$ cat config.mk
export PLATFORM = sky130hd
export DESIGN_NAME = burst_order_gen
export DESIGN_NICKNAME = d
export VERILOG_FILES = /design/src/rtl/burst_order_pkg.sv /design/src/rtl/burst_slot_ctrl.sv /design/src/rtl/burst_order_calc.sv /design/src/rtl/burst_order_gen.sv
export SDC_FILE = /design/constraint.sdc
export NUM_CORES = 1
export LEC_CHECK = 0
export BUFFER_PORTS_ARGS = -buffer_cell sky130_fd_sc_hd__clkbuf_2
export CAP_MARGIN = 20
export CORE_MARGIN = 2
export CORE_UTILIZATION = 48
export DETAILED_ROUTE_END_ITERATION = 6
export PLACE_DENSITY_LB_ADDON = 0.08
export SYNTH_ARGS = -nofsm -noshare
export SYNTH_HDL_FRONTEND = slang
export SYNTH_HIERARCHICAL = 1
export SYNTH_SLANG_ARGS = --single-unit
$ cat constraint.sdc
create_clock -name clk -period 1.7 [get_ports clk]
set_input_delay 0.34 -clock clk [delete_from_list [all_inputs] [get_ports clk]]
set_output_delay 0.34 -clock clk [all_outputs]
set_load 0.1 [all_outputs]
$ cat src/rtl/burst_order_pkg.sv
package burst_order_pkg;
  // Slot length in beats; orderings assume a power of two of at least 4.
  localparam int unsigned SLOT_BEATS = 8;
  localparam int unsigned IDX_W      = $clog2(SLOT_BEATS);

  typedef logic [IDX_W-1:0] beat_idx_t;

  typedef struct packed {
    logic      wr;
    logic      chop;
    logic      ilv;
    beat_idx_t col;
  } burst_cfg_t;

  typedef struct packed {
    beat_idx_t idx;
    logic      valid;
    logic      drive;
  } beat_out_t;
endpackage

$ cat src/rtl/burst_slot_ctrl.sv
module burst_slot_ctrl
  import burst_order_pkg::*;
(
  input  logic       clk,
  input  logic       rst,
  input  logic       start_i,
  input  burst_cfg_t cfg_i,
  output logic       active_q,
  output beat_idx_t  cnt_q,
  output burst_cfg_t cfg_q,
  output logic       nxt_active,
  output beat_idx_t  nxt_cnt,
  output burst_cfg_t nxt_cfg
);
  localparam beat_idx_t LAST = beat_idx_t'(SLOT_BEATS - 1);

  logic accept;
  assign accept = start_i && !active_q;

  always_comb begin
    nxt_active = active_q;
    nxt_cnt    = cnt_q;
    nxt_cfg    = cfg_q;
    if (accept) begin
      nxt_active = 1'b1;
      nxt_cnt    = '0;
      nxt_cfg    = cfg_i;
    end else if (active_q) begin
      if (cnt_q == LAST) begin
        nxt_active = 1'b0;
        nxt_cnt    = '0;
      end else begin
        nxt_cnt = cnt_q + beat_idx_t'(1);
      end
    end
  end

  always_ff @(posedge clk) begin
    if (rst) begin
      active_q <= 1'b0;
      cnt_q    <= '0;
      cfg_q    <= '0;
    end else begin
      active_q <= nxt_active;
      cnt_q    <= nxt_cnt;
      cfg_q    <= nxt_cfg;
    end
  end

  // a slot always opens on beat 0 and steps by one beat
  p_slot_open_r2: assert property (@(posedge clk) disable iff (rst)
    $rose(active_q) |-> cnt_q == '0);
  p_beat_step_r2: assert property (@(posedge clk) disable iff (rst)
    (active_q && cnt_q != LAST) |=> (active_q && cnt_q == $past(cnt_q) + beat_idx_t'(1)));
  // the slot closes after its last beat even with start held
  p_slot_close_r10: assert property (@(posedge clk) disable iff (rst)
    (active_q && cnt_q == LAST) |=> !active_q);
  // captured configuration stays put inside the slot
  p_cfg_hold_r11: assert property (@(posedge clk) disable iff (rst)
    (active_q && cnt_q != LAST) |=> $stable(cfg_q));
endmodule

$ cat src/rtl/burst_order_calc.sv
module burst_order_calc
  import burst_order_pkg::*;
(
  input  logic       active_i,
  input  burst_cfg_t cfg_i,
  input  beat_idx_t  beat_i,
  output beat_out_t  out_o
);
  localparam int unsigned MSB = IDX_W - 1;

  logic              in_tail;
  logic [MSB-1:0]    lo_sum;
  beat_idx_t         seq_idx;
  beat_idx_t         ilv_idx;
  beat_idx_t         rd_idx;

  assign in_tail = beat_i[MSB];
  assign lo_sum  = cfg_i.col[MSB-1:0] + beat_i[MSB-1:0];
  assign seq_idx = {cfg_i.col[MSB] ^ beat_i[MSB], lo_sum};
  assign ilv_idx = cfg_i.col ^ beat_i;
  assign rd_idx  = cfg_i.ilv ? ilv_idx : seq_idx;

  always_comb begin
    out_o = '0;
    if (active_i) begin
      if (cfg_i.wr) begin
        out_o.drive = 1'b1;
        if (!cfg_i.chop) begin
          out_o.valid = 1'b1;
          out_o.idx   = beat_i;
        end else if (!in_tail) begin
          out_o.valid = 1'b1;
          out_o.idx   = {cfg_i.col[MSB], beat_i[MSB-1:0]};
        end
      end else if (!(cfg_i.chop && in_tail)) begin
        out_o.valid = 1'b1;
        out_o.drive = 1'b1;
        out_o.idx   = rd_idx;
      end
    end
  end
endmodule

$ cat src/rtl/burst_order_gen.sv
module burst_order_gen
  import burst_order_pkg::*;
(
  input  logic             clk,
  input  logic             rst,
  input  logic             start_i,
  input  logic [IDX_W-1:0] col_addr_i,
  input  logic             interleave_i,
  input  logic             chop_i,
  input  logic             write_i,
  output logic [IDX_W-1:0] beat_idx_o,
  output logic             beat_valid_o,
  output logic             drive_en_o,
  output logic             busy_o,
  output logic             done_o
);
  localparam beat_idx_t LAST = beat_idx_t'(SLOT_BEATS - 1);

  burst_cfg_t cfg_in, cfg_q, nxt_cfg;
  beat_idx_t  cnt_q, nxt_cnt;
  logic       active_q, nxt_active;
  beat_out_t  beat_nxt;

  assign cfg_in = '{wr: write_i, chop: chop_i, ilv: interleave_i, col: col_addr_i};

  burst_slot_ctrl u_ctrl (
    .clk        (clk),
    .rst        (rst),
    .start_i    (start_i),
    .cfg_i      (cfg_in),
    .active_q   (active_q),
    .cnt_q      (cnt_q),
    .cfg_q      (cfg_q),
    .nxt_active (nxt_active),
    .nxt_cnt    (nxt_cnt),
    .nxt_cfg    (nxt_cfg)
  );

  burst_order_calc u_calc (
    .active_i (nxt_active),
    .cfg_i    (nxt_cfg),
    .beat_i   (nxt_cnt),
    .out_o    (beat_nxt)
  );

  always_ff @(posedge clk) begin
    if (rst) begin
      beat_idx_o   <= '0;
      beat_valid_o <= 1'b0;
      drive_en_o   <= 1'b0;
      done_o       <= 1'b0;
    end else begin
      beat_idx_o   <= beat_nxt.idx;
      beat_valid_o <= beat_nxt.valid;
      drive_en_o   <= beat_nxt.drive;
      done_o       <= nxt_active && (nxt_cnt == LAST);
    end
  end

  assign busy_o = active_q;

  // nothing is presented outside a slot
  p_idle_quiet_r12: assert property (@(posedge clk) disable iff (rst)
    !busy_o |-> (!beat_valid_o && !drive_en_o && beat_idx_o == '0));
  // done marks the final beat and the slot ends right after
  p_done_in_slot_r9: assert property (@(posedge clk) disable iff (rst)
    done_o |-> (busy_o && cnt_q == LAST));
  p_done_ends_r8: assert property (@(posedge clk) disable iff (rst)
    done_o |=> !busy_o);
  // a released driver never carries valid data
  p_tail_silent_r5: assert property (@(posedge clk) disable iff (rst)
    (busy_o && !drive_en_o) |-> (!beat_valid_o && beat_idx_o == '0 && cfg_q.chop && !cfg_q.wr));
  // writes keep drivers on for the whole slot
  p_write_drives_r6: assert property (@(posedge clk) disable iff (rst)
    (busy_o && cfg_q.wr) |-> drive_en_o);
  // full bursts have no empty beats
  p_full_valid_r3: assert property (@(posedge clk) disable iff (rst)
    (busy_o && !cfg_q.chop) |-> beat_valid_o);
  // full write walks the slot in linear order
  p_write_linear_r7: assert property (@(posedge clk) disable iff (rst)
    (busy_o && cfg_q.wr && !cfg_q.chop) |-> beat_idx_o == cnt_q);
endmodule

==> metrics.md <==
| Metric | Value |
|---|---|
| Clock skew | 3.00 ps |
| GR Util All Layers | 20.1% |
| Boundary Pins | 16 |
| Die Y | 47.3 µm |
| Syn nets | 97 |
| Diode count | 0 |
| Wire per inst | 13.5 µm |
| Critical Path AT | 2060 ps |
| Vias per inst | 5.39 |
| Most frequent cells in the layout | 15 x buf_4, 14 x clkbuf_2, 13 x dfxtp_1 |
| Sink Count | 16 |
| Element type at the critical path start | register |
| Clk Latency, worst-skew pair | 280 ps |
| Row count | 15 |
| Worst path cell trace | ha_4 > ha_4 > nor3b_4 > or2_4 > ha_4 > nor2b_4 > mux2i_1 > mux2i_1 > nor2b_1 |
| Max incr delay on CP | 350 ps |
| GR Overflow Total | 0 |
| Setup TNS | -163 ps |
| Sequential power share | 42.9% |
| Synthesized area | 898 µm² |
| Crit. End Element | register |
| Crit Path Category | reg2reg |
| Distinct cells, synth | 37 |
| Post-route ant nets | 0 |
| Max Cap Violations | 0 |
| Synth warn | 6 |
| Outcome | complete, but fails checks |
| Cell Pwr Density | 766 nW/µm² |
| Pins Over Slew Limit | 0 |
| Register area share after synthesis | 35.7% |
| Die extent in x | 47.3 µm |
| Max transition margin | 64.0% |
| First-pass DRT Iterations | 5 |
| Final WL | 1880 µm |
| Hold Crit Class | in2reg |
| Cell repeated most along the worst path | ha_4 |
| Final min period | 1830 ps |
| Tightest Pin Transition | 542 ps |
| Port Buffer Count | 15 |
| Root buffer cell | clkbuf_4 |
| Initial antenna violation count | 0 |
| Setup ws final | -131 ps |
| Flops & latches, synth | 16 |
| Clk buf depth | 2 |
| Lkg Pwr | 0.544 nW |
| Logic pwr share | 30.6% |
| H-tree depth | 1 |
| Initial Utilization | 51.5% |
| Slowest CP cell | dfxtp_2 |
| First-pass GRT wire length | 3080 µm |
| Net Sw Frac | 31.4% |
| CTS tree | yes |
| EDFF count, synth | 0 |
| Cell count after synthesis | 84 |
| Async SR Flop Fraction | 0% |
| Fin nets | 128 |
| Vias | 749 |
| DRC viols | 0 |
| NetSw | 299 µW |
| Share of layout cells above drive strength 1 | 61.4% |
| Cell-internal power | 653 µW |
| Max VDD drop | 0.496 mV |
| Clk network pwr share | 26.4% |
| Final period utilization | 108% |
| Failing checks | negative setup slack |
| DRT iter0 DRCs | 2 |
| Routability Congestion | 0.781 |
| CTS clk-pin slew, worst paths | 100 ps |
| Vias in the first global route | 708 |
| Most common cell after layout, fill and taps aside | buf_4 |
| Syn-to-layout area delta | 38.4% |
| Final setup viols | 2 |
| Num CTS Buffers | 3 |
| Avg Cell Area, Syn | 10.7 µm² |
| Fmax | 546 MHz |
| Die area | 2230 µm² |
| CP Data Required Time | 1930 ps |
| Ys flop type | dfxtp_1 |
| Final Util | 71.3% |
| Largest net degree at the start of global routing | 18 |
| Core area | 1750 µm² |
| Crit path max fanout | 2 |
| Hold Vio Cnt, Final | 0 |
| Post-DP HPWL | 1350 µm |
| Hold-fix buffers, CTS | 0 |
| RSZ-0062 raised after global routing | yes |
==> final cells by class <==
| cell class | count | area [µm²] |
|---|---|---|
| Multi-Input combinational cell | 60 | 616 |
| Fill cell | 140 | 502 |
| Sequential cell | 16 | 327 |
| Timing Repair Buffer | 31 | 223 |
| Clock buffer | 4 | 36.3 |
| Tap cell | 25 | 31.3 |
| Inverter | 3 | 11.3 |
==> what timing repair did <==
item                                    4_1_cts  5_1_grt
buffers inserted                              1        0
pin swaps                                     6        3
gates resized for setup                       8        4
endpoints found under the setup margin        3        3
==> power groups by stage <==
| stage | clock [mW] | combinational (mW) | sequential, mW |
|---|---|---|---|
| floorplan | 0 | 0.129 | 0.491 |
| global placement | 0 | 0.277 | 0.415 |
| detailed placement | 0 | 0.280 | 0.416 |
| CTS | 0.263 | 0.286 | 0.408 |
| global route | 0.280 | 0.313 | 0.412 |
| finish | 0.252 | 0.292 | 0.409 |
==> synth_stat cells (2+ instances only) <==
cell type  instances  area, µm²
a31o_2             6       52.6
and4bb_2           3       37.5
buf_2              2       10.0
buf_4              2       15.0
dfxtp_1           16        320
ha_1               4       50.1
inv_1              2       7.51
mux2_2             2       22.5
mux2_4             4       60.1
mux2i_1            3       30.0
nand2_1            2       7.51
nand2b_1           2       12.5
nor2b_1            9       56.3
nor3b_2            2       25.0
nor4bb_1           3       30.0
==> state kept, by name, indices dropped and copies added (netlist names) <==
signal / flops
u_ctrl/cfg_q: 6
beat_valid_o: 1
beat_idx_o: 3
u_ctrl/cnt_q: 3
u_ctrl/active_q: 1
done_o: 1
drive_en_o: 1
==> final timing paths <==
check	to	depth (start not counted)	from	slack, ps
setup reg to reg	beat_idx_o[1]	9	u_ctrl/cnt_q[0]	-130
hold / removal	beat_idx_o[2]	2	rst	450
setup / recovery	beat_idx_o[1]	9	u_ctrl/cnt_q[0]	-130
hold reg to reg	u_ctrl/cfg_q[5]	1	u_ctrl/cfg_q[5]	490
==> critical path, delay by kind of cell, from the launching register on <==
kind          cells  cell delay (ps)
fa+ha+maj         3              430
flops             1              350
mux               2              390
simple gates      4              600
==> layer usage <==
layer  routed length [µm]  up-vias  GRT usage [%]  share of wire (%)
met5                    0        -              0                  0
met4                   14        0           8.33               0.75
met3                   73        2           3.46                3.9
met2                  890       20           31.6                 47
met1                  897      361           27.0                 48
li1                     -      366              -                  -
==> through the flow <==
step | setup slack [ps] | total power, mW | hold slack, ps | instances | instance area, µm²
floorplan | -265 | 0.621 | 411 | 84 | 938
global placement | -183 | 0.692 | 463 | 134 | 1150
detailed placement | -217 | 0.695 | 472 | 134 | 1150
CTS | -196 | 0.957 | 443 | 139 | 1220
global route | -276 | 1.00 | 452 | 139 | 1240
finish | -131 | 0.952 | 452 | 139 | 1240
==> cell families after synthesis <==
family,after synthesis,synth area share (%)
flip-flops,16,35.7
AND/OR/NAND/NOR,29,24.8
AO/OA/AOI/OAI,18,16.2
adder cells (fa/ha/maj),4,5.57
multiplexers,9,12.5
buffers and inverters,8,5.29
(Power assumes the default switching activity.)
